==> config.mk <==
export PLATFORM = sky130hd
export DESIGN_NAME = nand_op_sequencer
export DESIGN_NICKNAME = d
export VERILOG_FILES = /design/src/rtl/nfs_pkg.sv /design/src/rtl/nfs_regs.sv /design/src/rtl/nfs_rbsync.sv /design/src/rtl/nfs_buf.sv /design/src/rtl/nand_op_sequencer.sv
export SDC_FILE = /design/constraint.sdc
export NUM_CORES = 1
export LEC_CHECK = 0
export CORE_ASPECT_RATIO = 1.25
export CORE_MARGIN = 2
export CORE_UTILIZATION = 55
export DETAILED_ROUTE_END_ITERATION = 6
export DONT_BUFFER_PORTS = 1
export GPL_TIMING_DRIVEN = 1
export PLACE_DENSITY = 0.83
export SLEW_MARGIN = 20
export SYNTH_ARGS = -nofsm -noshare
export SYNTH_HDL_FRONTEND = slang
export SYNTH_SLANG_ARGS = --single-unit
==> constraint.sdc <==
create_clock -name clk -period 4.3 [get_ports clk]
set_input_delay 1.075 -clock clk [delete_from_list [all_inputs] [get_ports clk]]
set_output_delay 1.075 -clock clk [all_outputs]
set_load 0.005 [all_outputs]
==> src/rtl/nfs_pkg.sv <==
package nfs_pkg;

  typedef enum logic [2:0] {
    PH_IDLE  = 3'd0,
    PH_CMD1  = 3'd1,
    PH_ADDR  = 3'd2,
    PH_WDATA = 3'd3,
    PH_CMD2  = 3'd4,
    PH_WAIT  = 3'd5,
    PH_RDATA = 3'd6
  } phase_e;

  localparam logic [2:0] SEL_CMD  = 3'd0;
  localparam logic [2:0] SEL_ALO  = 3'd1;
  localparam logic [2:0] SEL_AHI  = 3'd2;
  localparam logic [2:0] SEL_CNT  = 3'd3;
  localparam logic [2:0] SEL_TIM  = 3'd4;
  localparam logic [2:0] SEL_CTRL = 3'd5;

  localparam logic [11:0] TIM_RESET = 12'h375;
  localparam int          MAX_ADDR_CYC = 5;

endpackage

==> src/rtl/nfs_regs.sv <==
module nfs_regs import nfs_pkg::*; #(
  parameter int CNT_W = 6
) (
  input  logic             clk,
  input  logic             rst,
  input  logic             wr_en,
  input  logic [2:0]       wr_sel,
  input  logic [31:0]      wr_data,
  input  logic             accept,
  output logic [15:0]      cmd_o,
  output logic [31:0]      alo_o,
  output logic [7:0]       ahi_o,
  output logic [CNT_W-1:0] cnt_o,
  output logic [3:0]       wl_o,
  output logic [3:0]       rl_o,
  output logic [3:0]       hl_o,
  output logic             start_o,
  output logic [5:0]       en_o,
  output logic [1:0]       cs_o,
  output logic [2:0]       ac_o
);

  logic [15:0]      cmd_q;
  logic [31:0]      alo_q;
  logic [7:0]       ahi_q;
  logic [CNT_W-1:0] cnt_q;
  logic [11:0]      tim_q;
  logic             wr_ok;

  assign wr_ok = wr_en && accept;

  always_ff @(posedge clk) begin
    if (rst) begin
      cmd_q <= '0;
      alo_q <= '0;
      ahi_q <= '0;
      cnt_q <= '0;
      tim_q <= TIM_RESET;
    end else if (wr_ok) begin
      case (wr_sel)
        SEL_CMD: cmd_q <= wr_data[15:0];
        SEL_ALO: alo_q <= wr_data;
        SEL_AHI: ahi_q <= wr_data[7:0];
        SEL_CNT: cnt_q <= wr_data[CNT_W-1:0];
        SEL_TIM: tim_q <= wr_data[11:0];
        default: ;
      endcase
    end
  end

  assign cmd_o   = cmd_q;
  assign alo_o   = alo_q;
  assign ahi_o   = ahi_q;
  assign cnt_o   = cnt_q;
  assign wl_o    = tim_q[3:0];
  assign rl_o    = tim_q[7:4];
  assign hl_o    = tim_q[11:8];
  assign start_o = wr_ok && (wr_sel == SEL_CTRL);
  assign en_o    = wr_data[6:1];
  assign cs_o    = wr_data[8:7];
  assign ac_o    = wr_data[11:9];

  AST_REGS_FROZEN: assert property (@(posedge clk) disable iff (rst)
    !accept |=> ($stable(cmd_q) && $stable(tim_q) && $stable(alo_q) && $stable(cnt_q)))
    else $error("register changed while busy");

endmodule

==> src/rtl/nfs_rbsync.sv <==
module nfs_rbsync (
  input  logic clk,
  input  logic rst,
  input  logic rb_i,
  output logic rb_o
);

  logic s1_q, s2_q;

  always_ff @(posedge clk) begin
    if (rst) begin
      s1_q <= 1'b0;
      s2_q <= 1'b0;
    end else begin
      s1_q <= rb_i;
      s2_q <= s1_q;
    end
  end

  assign rb_o = s2_q;

endmodule

==> src/rtl/nfs_buf.sv <==
module nfs_buf #(
  parameter int DEPTH = 32,
  parameter int AW    = $clog2(DEPTH)
) (
  input  logic          clk,
  input  logic          a_we,
  input  logic [AW-1:0] a_addr,
  input  logic [7:0]    a_wdata,
  output logic [7:0]    a_rdata,
  input  logic          b_we,
  input  logic [AW-1:0] b_addr,
  input  logic [7:0]    b_wdata,
  output logic [7:0]    b_rdata
);

  logic [7:0] mem [DEPTH];

  always_ff @(posedge clk) begin
    if (a_we) mem[a_addr] <= a_wdata;
    if (b_we) mem[b_addr] <= b_wdata;
    a_rdata <= mem[a_addr];
    b_rdata <= mem[b_addr];
  end

endmodule

==> src/rtl/nand_op_sequencer.sv <==
module nand_op_sequencer import nfs_pkg::*; #(
  parameter int BUF_DEPTH = 32,
  parameter int GUARD_CYC = 4,
  parameter int AW        = $clog2(BUF_DEPTH)
) (
  input  logic          clk,
  input  logic          rst,
  input  logic          reg_wr_en,
  input  logic [2:0]    reg_sel,
  input  logic [31:0]   reg_wdata,
  output logic          op_ready,
  input  logic          buf_wr_en,
  input  logic [AW-1:0] buf_addr,
  input  logic [7:0]    buf_wdata,
  output logic [7:0]    buf_rdata,
  output logic [3:0]    nf_ce_n,
  output logic          nf_cle,
  output logic          nf_ale,
  output logic          nf_we_n,
  output logic          nf_re_n,
  output logic [7:0]    nf_dq_o,
  output logic          nf_dq_oe,
  input  logic [7:0]    nf_dq_i,
  input  logic          nf_rb
);

  localparam int CNT_W  = $clog2(BUF_DEPTH + 1);
  localparam int LEN_W  = (CNT_W > 3) ? CNT_W : 3;
  localparam int NUM_CS = 4;
  localparam logic [3:0] GUARD_LD = 4'(GUARD_CYC - 1);

  logic [15:0]      cmd_r;
  logic [31:0]      alo_r;
  logic [7:0]       ahi_r;
  logic [CNT_W-1:0] cnt_r;
  logic [3:0]       wl_r, rl_r, hl_r;
  logic             start_w;
  logic [5:0]       en_w;
  logic [1:0]       cs_w;
  logic [2:0]       ac_w;
  logic             rb_s;

  nfs_regs #(.CNT_W(CNT_W)) u_regs (
    .clk(clk), .rst(rst), .wr_en(reg_wr_en), .wr_sel(reg_sel), .wr_data(reg_wdata),
    .accept(op_ready), .cmd_o(cmd_r), .alo_o(alo_r), .ahi_o(ahi_r), .cnt_o(cnt_r),
    .wl_o(wl_r), .rl_o(rl_r), .hl_o(hl_r), .start_o(start_w), .en_o(en_w),
    .cs_o(cs_w), .ac_o(ac_w)
  );

  nfs_rbsync u_sync (.clk(clk), .rst(rst), .rb_i(nf_rb), .rb_o(rb_s));

  // state
  phase_e           ph_q, ph_d;
  logic             low_q, low_d;
  logic [3:0]       tcnt_q, tcnt_d;
  logic [CNT_W-1:0] bidx_q, bidx_d;
  logic [5:0]       en_q, en_d;
  logic [1:0]       cs_q, cs_d;
  logic [2:0]       ac_q, ac_d;
  logic             adv, enter;
  logic [3:0]       wl_ld, rl_ld, h_ld;

  assign wl_ld = (wl_r == 4'd0) ? 4'd0 : wl_r - 4'd1;
  assign rl_ld = (rl_r == 4'd0) ? 4'd0 : rl_r - 4'd1;
  assign h_ld  = (hl_r == 4'd0) ? 4'd0 : hl_r - 4'd1;

  function automatic logic [LEN_W-1:0] phase_len(input phase_e p, input logic [5:0] en,
                                                 input logic [2:0] ac, input logic [CNT_W-1:0] cnt);
    logic [LEN_W-1:0] n;
    case (p)
      PH_CMD1:  n = LEN_W'(en[5]);
      PH_ADDR:  n = en[4] ? ((ac > 3'(MAX_ADDR_CYC)) ? LEN_W'(MAX_ADDR_CYC) : LEN_W'(ac)) : '0;
      PH_WDATA: n = en[3] ? LEN_W'(cnt) : '0;
      PH_CMD2:  n = LEN_W'(en[2]);
      PH_WAIT:  n = LEN_W'(en[1]);
      PH_RDATA: n = en[0] ? LEN_W'(cnt) : '0;
      default:  n = '0;
    endcase
    return n;
  endfunction

  // lowest-numbered phase at or after 'from' that has work to do
  function automatic phase_e pick_phase(input int from, input logic [5:0] en,
                                        input logic [2:0] ac, input logic [CNT_W-1:0] cnt);
    phase_e r;
    r = PH_IDLE;
    for (int i = 6; i >= 1; i--) begin
      if (i >= from && phase_len(phase_e'(i), en, ac, cnt) != '0) r = phase_e'(i);
    end
    return r;
  endfunction

  always_comb begin
    ph_d   = ph_q;
    low_d  = low_q;
    tcnt_d = tcnt_q;
    bidx_d = bidx_q;
    en_d   = en_q;
    cs_d   = cs_q;
    ac_d   = ac_q;
    adv    = 1'b0;
    enter  = 1'b0;
    case (ph_q)
      PH_IDLE: begin
        if (start_w) begin
          en_d  = en_w;
          cs_d  = cs_w;
          ac_d  = ac_w;
          ph_d  = pick_phase(1, en_w, ac_w, cnt_r);
          enter = 1'b1;
        end
      end
      PH_WAIT: begin
        if (tcnt_q != 4'd0) tcnt_d = tcnt_q - 4'd1;
        else if (rb_s)      adv = 1'b1;
      end
      default: begin
        if (low_q) begin
          if (tcnt_q == 4'd0) begin
            low_d  = 1'b0;
            tcnt_d = h_ld;
          end else begin
            tcnt_d = tcnt_q - 4'd1;
          end
        end else if (tcnt_q != 4'd0) begin
          tcnt_d = tcnt_q - 4'd1;
        end else if (LEN_W'(bidx_q) + LEN_W'(1) < phase_len(ph_q, en_q, ac_q, cnt_r)) begin
          bidx_d = bidx_q + CNT_W'(1);
          low_d  = 1'b1;
          tcnt_d = (ph_q == PH_RDATA) ? rl_ld : wl_ld;
        end else begin
          adv = 1'b1;
        end
      end
    endcase
    if (adv) begin
      ph_d  = pick_phase(int'(ph_q) + 1, en_q, ac_q, cnt_r);
      enter = 1'b1;
    end
    if (enter) begin
      bidx_d = '0;
      low_d  = 1'b1;
      tcnt_d = (ph_d == PH_WAIT) ? GUARD_LD : ((ph_d == PH_RDATA) ? rl_ld : wl_ld);
    end
  end

  // byte for the next cycle's bus value
  logic [7:0] abyte, dq_d;
  always_comb begin
    if (bidx_d < CNT_W'(4)) abyte = alo_r[8*bidx_d[1:0] +: 8];
    else                    abyte = ahi_r;
    case (ph_d)
      PH_CMD1: dq_d = cmd_r[7:0];
      PH_CMD2: dq_d = cmd_r[15:8];
      PH_ADDR: dq_d = abyte;
      default: dq_d = 8'h00;
    endcase
  end

  logic drive_d;
  assign drive_d = (ph_d == PH_CMD1) || (ph_d == PH_ADDR) || (ph_d == PH_WDATA) || (ph_d == PH_CMD2);

  logic [7:0] dq_q;
  always_ff @(posedge clk) begin
    if (rst) begin
      ph_q     <= PH_IDLE;
      low_q    <= 1'b0;
      tcnt_q   <= '0;
      bidx_q   <= '0;
      en_q     <= '0;
      cs_q     <= '0;
      ac_q     <= '0;
      op_ready <= 1'b1;
      nf_ce_n  <= '1;
      nf_cle   <= 1'b0;
      nf_ale   <= 1'b0;
      nf_we_n  <= 1'b1;
      nf_re_n  <= 1'b1;
      nf_dq_oe <= 1'b0;
      dq_q     <= '0;
    end else begin
      ph_q     <= ph_d;
      low_q    <= low_d;
      tcnt_q   <= tcnt_d;
      bidx_q   <= bidx_d;
      en_q     <= en_d;
      cs_q     <= cs_d;
      ac_q     <= ac_d;
      op_ready <= (ph_d == PH_IDLE);
      nf_ce_n  <= (ph_d == PH_IDLE) ? '1 : ~(NUM_CS'(1) << cs_d);
      nf_cle   <= (ph_d == PH_CMD1) || (ph_d == PH_CMD2);
      nf_ale   <= (ph_d == PH_ADDR);
      nf_we_n  <= !(low_d && drive_d);
      nf_re_n  <= !(low_d && (ph_d == PH_RDATA));
      nf_dq_oe <= drive_d;
      dq_q     <= dq_d;
    end
  end

  // buffer: port A for software, port B for the engine
  logic          cap_we;
  logic [AW-1:0] eng_addr;
  logic [7:0]    eng_rdata;

  assign cap_we   = (ph_q == PH_RDATA) && low_q && (tcnt_q == 4'd0);
  assign eng_addr = (ph_q == PH_RDATA) ? bidx_q[AW-1:0] : bidx_d[AW-1:0];

  nfs_buf #(.DEPTH(BUF_DEPTH), .AW(AW)) u_buf (
    .clk(clk),
    .a_we(buf_wr_en), .a_addr(buf_addr), .a_wdata(buf_wdata), .a_rdata(buf_rdata),
    .b_we(cap_we), .b_addr(eng_addr), .b_wdata(nf_dq_i), .b_rdata(eng_rdata)
  );

  assign nf_dq_o = (ph_q == PH_WDATA) ? eng_rdata : dq_q;

  AST_CE_ONEHOT: assert property (@(posedge clk) disable iff (rst)
    $countones(~nf_ce_n) <= 1)
    else $error("more than one chip select low");
  AST_IDLE_NO_CE: assert property (@(posedge clk) disable iff (rst)
    op_ready |-> (&nf_ce_n))
    else $error("chip select low while idle");
  AST_LATCH_EXCL: assert property (@(posedge clk) disable iff (rst)
    !(nf_cle && nf_ale))
    else $error("CLE and ALE both high");
  AST_STROBE_EXCL: assert property (@(posedge clk) disable iff (rst)
    !(!nf_we_n && !nf_re_n))
    else $error("both strobes low");
  AST_NO_DRIVE_READ: assert property (@(posedge clk) disable iff (rst)
    !nf_re_n |-> !nf_dq_oe)
    else $error("bus driven during read strobe");
  AST_WAIT_HOLD: assert property (@(posedge clk) disable iff (rst)
    (ph_q == PH_WAIT && !rb_s) |=> (ph_q == PH_WAIT))
    else $error("wait phase left while device busy");

endmodule

After elaboration in Yosys (flattened, before gate mapping):

Memories as Yosys holds them, arrays and structs flattened. A register that Yosys moved wholly into a read port is not among the register bits.
Index checks and enable logic that the tools add are counted.

* $add $sub $neg: 6
* order comparisons: 10
* eq/ne operators: 19
* shift operators: 2
* mux-type cells: 88
* bitwise operators: 1
* reduce and logical (&&, ||, !) cells: 48

Operators by type and width (count)
* two-way mux 6 bit: 30
* nonzero test 6 bit: 12
* two-way mux 3 bit: 19
* two-way mux 4 bit: 12
* indexed part select 32 x 6 -> 8 bit: 1
* case mux 6 bit (5 select lines): 1
* == test 3 bit, second input constant: 8
* case mux 8 bit (3 select lines): 1
* == test 3 x 2 -> 1 bit, second input constant: 6
* two-way mux 1 bit: 18
* logical NOT 4 bit: 4
* two-way mux 8 bit: 2
* subtractor 4 x 1 -> 4 bit, second input constant: 4
* >= comparator 3 x 4 -> 1 bit, first input constant: 3
* logical AND 1 bit: 12
* AND reduction 2 bit: 6
* == test 3 x 1 -> 1 bit, second input constant: 3
* logical NOT 3 bit: 3
* >= comparator 2 x 4 -> 1 bit, first input constant: 2
* case mux 4 bit (2 select lines): 1
* nonzero test 4 bit: 2
* adder 6 x 1 -> 6 bit, second input constant: 1
* greater-than comparator 3 bit, second input constant: 2
* less-than comparator 6 x 3 -> 1 bit, second input constant: 1
* 14 further kinds: 20

* register bits after elaboration: 119
* bits in writable memories: 256
* bits of input ports: 61
* output and inout bits: 26
* logic and storage cells: 197
* memories: 1

Memories
* u_buf.mem: depth 32, bits a word 8, rd ports 2, clocked after memory_dff 2, write ports 2, RTL line nfs_buf.sv:16 `logic [7:0] mem [DEPTH];`

Logic depth before layout (Yosys ltp):

* depth after elaboration: 28
* depth in mapped cells: 19
* mapped depth without buffers: 16

By module:

Synthesis repeated with hierarchy kept, for this count alone.

* cells, all modules: 1958
* area total of the unflattened synthesis: 22609.2 um2

By module, submodules not included
* nfs_buf: times used 1, cells each 1209, area each 15996.6 um2, seq. area each 8007.7 um2
* nand_op_sequencer: times used 1, cells each 442, area each 3387.0 um2, seq. area each 860.8 um2
* nfs_regs: times used 1, cells each 303, area each 3173.0 um2, seq. area each 1481.4 um2
* nfs_rbsync: times used 1, cells each 4, area each 52.6 um2, seq. area each 40.0 um2

Worst setup path before layout:

Ideal clock, no wire load.

* kind: register -> register
* start point: register ph_q[1]
* end point: memory u_buf.mem[21][0] (enable)
* setup time: 0.375 ns
* data arrival time: 3.830 ns
* data required time: 3.925 ns
* setup slack: 0.095 ns
* stages on the path, launching flop included: 16
* path buffers: 2
* clock period less this slack: 4.205 ns
* cell sequence: dfxtp_1 -> ha_1 -> ha_1 -> clkbuf_1 -> a22o_1 -> and2_1 -> nand2_1 -> ha_1 -> a211o_1 -> a21o_1 -> a211o_1 -> o31a_1 -> nor3_4 -> and2_1 -> buf_4 -> o21bai_1

RTL lines
* start: declaration: RTL line nand_op_sequencer.sv:53 `phase_e ph_q, ph_d;`
* start signal: assignment: RTL line nand_op_sequencer.sv:182 `ph_q <= ph_d;`
* end: declaration: RTL line nfs_buf.sv:16

==> metrics.md <==
| Metric | Value |
|---|---|
| Reg clk slew, reported paths | 0.06 ns |
| Vias per inst | 6.930 |
| Hold Crit Class | flop to flop |
| Hold Crit Start | u_sync.s1_q |
| Post-DP HPWL | 43710 µm |
| Max VDD drop | 0.0003223 V |
| Switch Pwr | 1916 µW |
| Hold depth | 1 |
| CTS root buffer | clkbuf_16 |
| Num CTS Buffers | 41 |
| Comb power frac | 6.7% |
| Final cell count without fillers | 2395 |
| Sequential power share | 49.7% |
| Total grt overflow | 0 |
| Largest net degree at the start of global routing | 105 |
| Synth cell types | 69 |
| Placed cell area | 22720 µm² |
| Peak Freq | 241.0 MHz |
| GPL Wtd Cong | 1.005 |
| First-pass GRT wire length | 98980 µm |
| P_int | 6393 µW |
| Port Buffer Count | 0 |
| Row count | 81 |
| DIE WIDTH | 182.6 µm |
| Final Hold Fails | 0 |
| PD cells | 341.9 nW/µm² |
| Die ar. | 41490 µm² |
| Worst r2r src | ph_q[0] |
| Wirelength per Cell | 27.92 µm |
| Area delta synth->final | 10.85% |
| Static Leak | 0.008265 µW |
| Max-slew headroom | 25.95% |
| Antenna violations before repair | 0 |
| Number of synthesized flops with an enable pin | 256 |
| Ys Warns | 0 |
| WS Path Type | flop to flop |
| CP required | 4.63 ns |
| Area of the mapped netlist | 21920 µm² |
| Yosys reg bits | 391 |
| I/O pin total | 87 |
| Startpoint types | flop |
| GRT Total Usage | 31.69% |
| Switching share of power | 23.06% |
| Design Area, Final | 24300 µm² |
| Post-route clock period utilization | 96.50% |
| Slew Viols, Final | 0 |
| Worst setup EP type | flop |
| Mean Syn Cell Area | 11.58 µm² |
| Worst Path Max Fanout | 8 |
| Hold slack | 0.4439 ns |
| Reg2Reg Depth | 16 |
| Cells after Synth | 1893 |
| Min Tclk post-route | 4.149 ns |
| Fillcell total | 2943 |
| CTS Buffer Depth | 3 |
| First-pass DRT Iterations | 7 |
| Fin util | 61.97% |
| Sequential fraction of the synthesis area | 47.39% |
| Inserted Diodes | 0 |
| Layout cells sized above 1 | 29.10% |
| Die Height | 227.2 µm |
| RSZ-0062 raised after global routing | true |
| Worst R2R Setup Slack | 0.15 ns |
| First DRT Iteration DRCs | 2152 |
| Post-DRT Antenna Nets | 0 |
| Synth Flop Type | edfxtp_1 |
| Capture point of the worst reg-to-reg path | u_buf.mem[11][1] |
| Post-synthesis async set-or-reset flop share | 0% |
| Endpoint, Worst Hold | u_sync.rb_o |
| Initial Util | 55.90% |
| CTS tree | built |
| Mapped Nets | 1967 |
| Clock network power share | 43.7% |
| H-Tree Depth | 2 |
| Placed cell count | 2315 |
| Fin nets | 1939 |
| Status | finished, final reports clean |
| Sink Count | 391 |
| Setup violation total in the final timing report | 0 |
| Max-cap violations | 0 |
| DRC violation count after routing | 0 |
| Actual slew at the worst max-slew pin | 1.111 ns |
| Worst Skew | 0.06394 ns |
| Overall routed net length | 66860 µm |
| CP Data Arrival Time | 4.48 ns |
| Clock latency on the worst-skew pair | 0.59 ns |
| CORE AREA | 39220 µm² |
| Vias in the first global route | 16.24k |
| Vias post-DR | 16.60k |
[critical path: stages, from the launching register on]
cell	delay, ns
dfxtp_2	0.37
inv_1	0.10
ha_1	0.23
and2_1	0.18
a22o_1	0.21
and2_1	0.19
nand2_1	0.07
ha_1	0.24
a211o_1	0.28
a21o_1	0.22
a211o_1	0.25
o31a_2	0.35
nor3_2	0.25
buf_4	0.26
and2_1	0.22
buf_4	0.18
mux2_2	0.34
[sequential cells by signal, summed over array words and instances, names as in the netlist, 6 cells and up]
signal and count:
u_regs.cnt_o 6, u_buf.a_rdata 8, bidx_q 6, u_regs.alo_o 32
dq_q 8, u_buf.mem 256, u_buf.b_rdata 8, u_regs.tim_q 12
u_regs.ahi_o 8, en_q 6, u_regs.cmd_o 16
[area by class of cell]
class | instances | area, µm² | share of cell area [%]
multi-input cells | 1321 | 10940 | 45.00
flip-flops and latches | 391 | 10390 | 42.76
clock buffers | 56 | 1164 | 4.788
repair buffers | 96 | 928.4 | 3.820
well taps | 498 | 623.1 | 2.564
clock inverters | 19 | 207.7 | 0.8546
inverters | 14 | 52.55 | 0.2162
[placed cells by master (no fill, tap or decap), types with 30 or more instances in the layout]
cell       synthesis  final
mux2_2           264    264
nand3_1           31     31
dfxtp_1          135    133
nor2_1            50     48
clkbuf_16          0     44
a21oi_1           96     96
mux2i_1          182    182
a22oi_1           36     36
nand2_1          276    271
edfxtp_1         256    256
buf_4              1     80
o21ai_0           32     30
mux4_2            64     64
[Yosys cell counts (7+ instances only)]
cell / instances / area, µm²
a21oi_1: 96 / 480.5
mux4_2: 64 / 1441
buf_2: 46 / 230.2
mux2i_1: 182 / 1822
edfxtp_1: 256 / 7687
nand4_1: 18 / 112.6
a222oi_1: 8 / 80.08
nor3_1: 25 / 125.1
inv_1: 14 / 52.55
and2_1: 26 / 162.7
o21bai_1: 15 / 112.6
nand3_1: 31 / 155.2
nand3b_1: 12 / 90.09
mux2_2: 264 / 2973
nand2b_1: 8 / 50.05
nor2_1: 50 / 187.7
a32oi_1: 33 / 289.0
a22oi_1: 36 / 270.3
nor3b_1: 8 / 60.06
ha_1: 13 / 162.7
nand2_2: 7 / 43.79
clkbuf_1: 110 / 412.9
o21ai_0: 32 / 160.2
a221o_1: 8 / 80.08
buf_1: 9 / 33.78
dfxtp_1: 135 / 2703
nand2_1: 276 / 1036
or2_2: 11 / 68.82
[worst max path at each step]
stage / endpoint / cells past startpoint / start
after floorplan: u_buf.mem[21][0] / 15 / ph_q[1]
after global routing: u_buf.mem[3][3] / 16 / ph_q[0]
after detailed placement: u_buf.b_rdata[5] / 17 / ph_q[0]
final: u_buf.mem[11][1] / 16 / ph_q[0]
after global placement: u_buf.b_rdata[0] / 17 / ph_q[0]
after CTS: u_buf.b_rdata[0] / 17 / ph_q[0]
[what timing repair did]
action | CTS | global route
gates resized for setup | 2 | 29
pin swaps | 0 | 3
cloned | 0 | 2
setup buffers | 0 | 3
endpoints found under the setup margin | 2 | 360
hold buffers | 0 | 0
[power groups by stage]
| stage | registers [µW] | logic, µW | clock network [µW] |
|---|---|---|---|
| after CTS | 4120 | 539 | 3640 |
| final | 4130 | 554 | 3630 |
| after detailed placement | 4200 | 534 | 0 |
| after global routing | 4130 | 592 | 3790 |
| after global placement | 4200 | 520 | 0 |
| after floorplan | 4180 | 496 | 0 |
[cell families after synthesis]
logic type | after synthesis | synth area share, %
and+or+nand+nor | 504 | 10.78
adders and majority gates | 13 | 0.7419
AOI/OAI and AO/OA | 284 | 8.863
buffers and inverters | 181 | 3.384
muxes | 510 | 28.44
DFF | 391 | 47.39
xor gates and xnor gates | 10 | 0.3995
[metal layers]
layer	up-vias	routed length, µm	share of wire, %	track usage [%]
li1	7080	-	-	-
met1	8180	23400	35	36.91
met2	1063	32500	49	54.13
met3	275	6078	9.1	6.015
met4	0	4887	7.3	20.06
met5	-	0	0	0
[stage by stage]
stage                     total power, µW  setup WS (ns)  setup TNS, ns
after floorplan                      4679        0.09504              0
after global placement               4722        0.02156              0
after detailed placement             4739       -0.07336        -0.1125
after CTS                            8306       0.002994              0
after global routing                 8513       -0.02139        -0.2830
final                                8309         0.1506              0
Note: power is estimated with default switching activity, not from simulation.
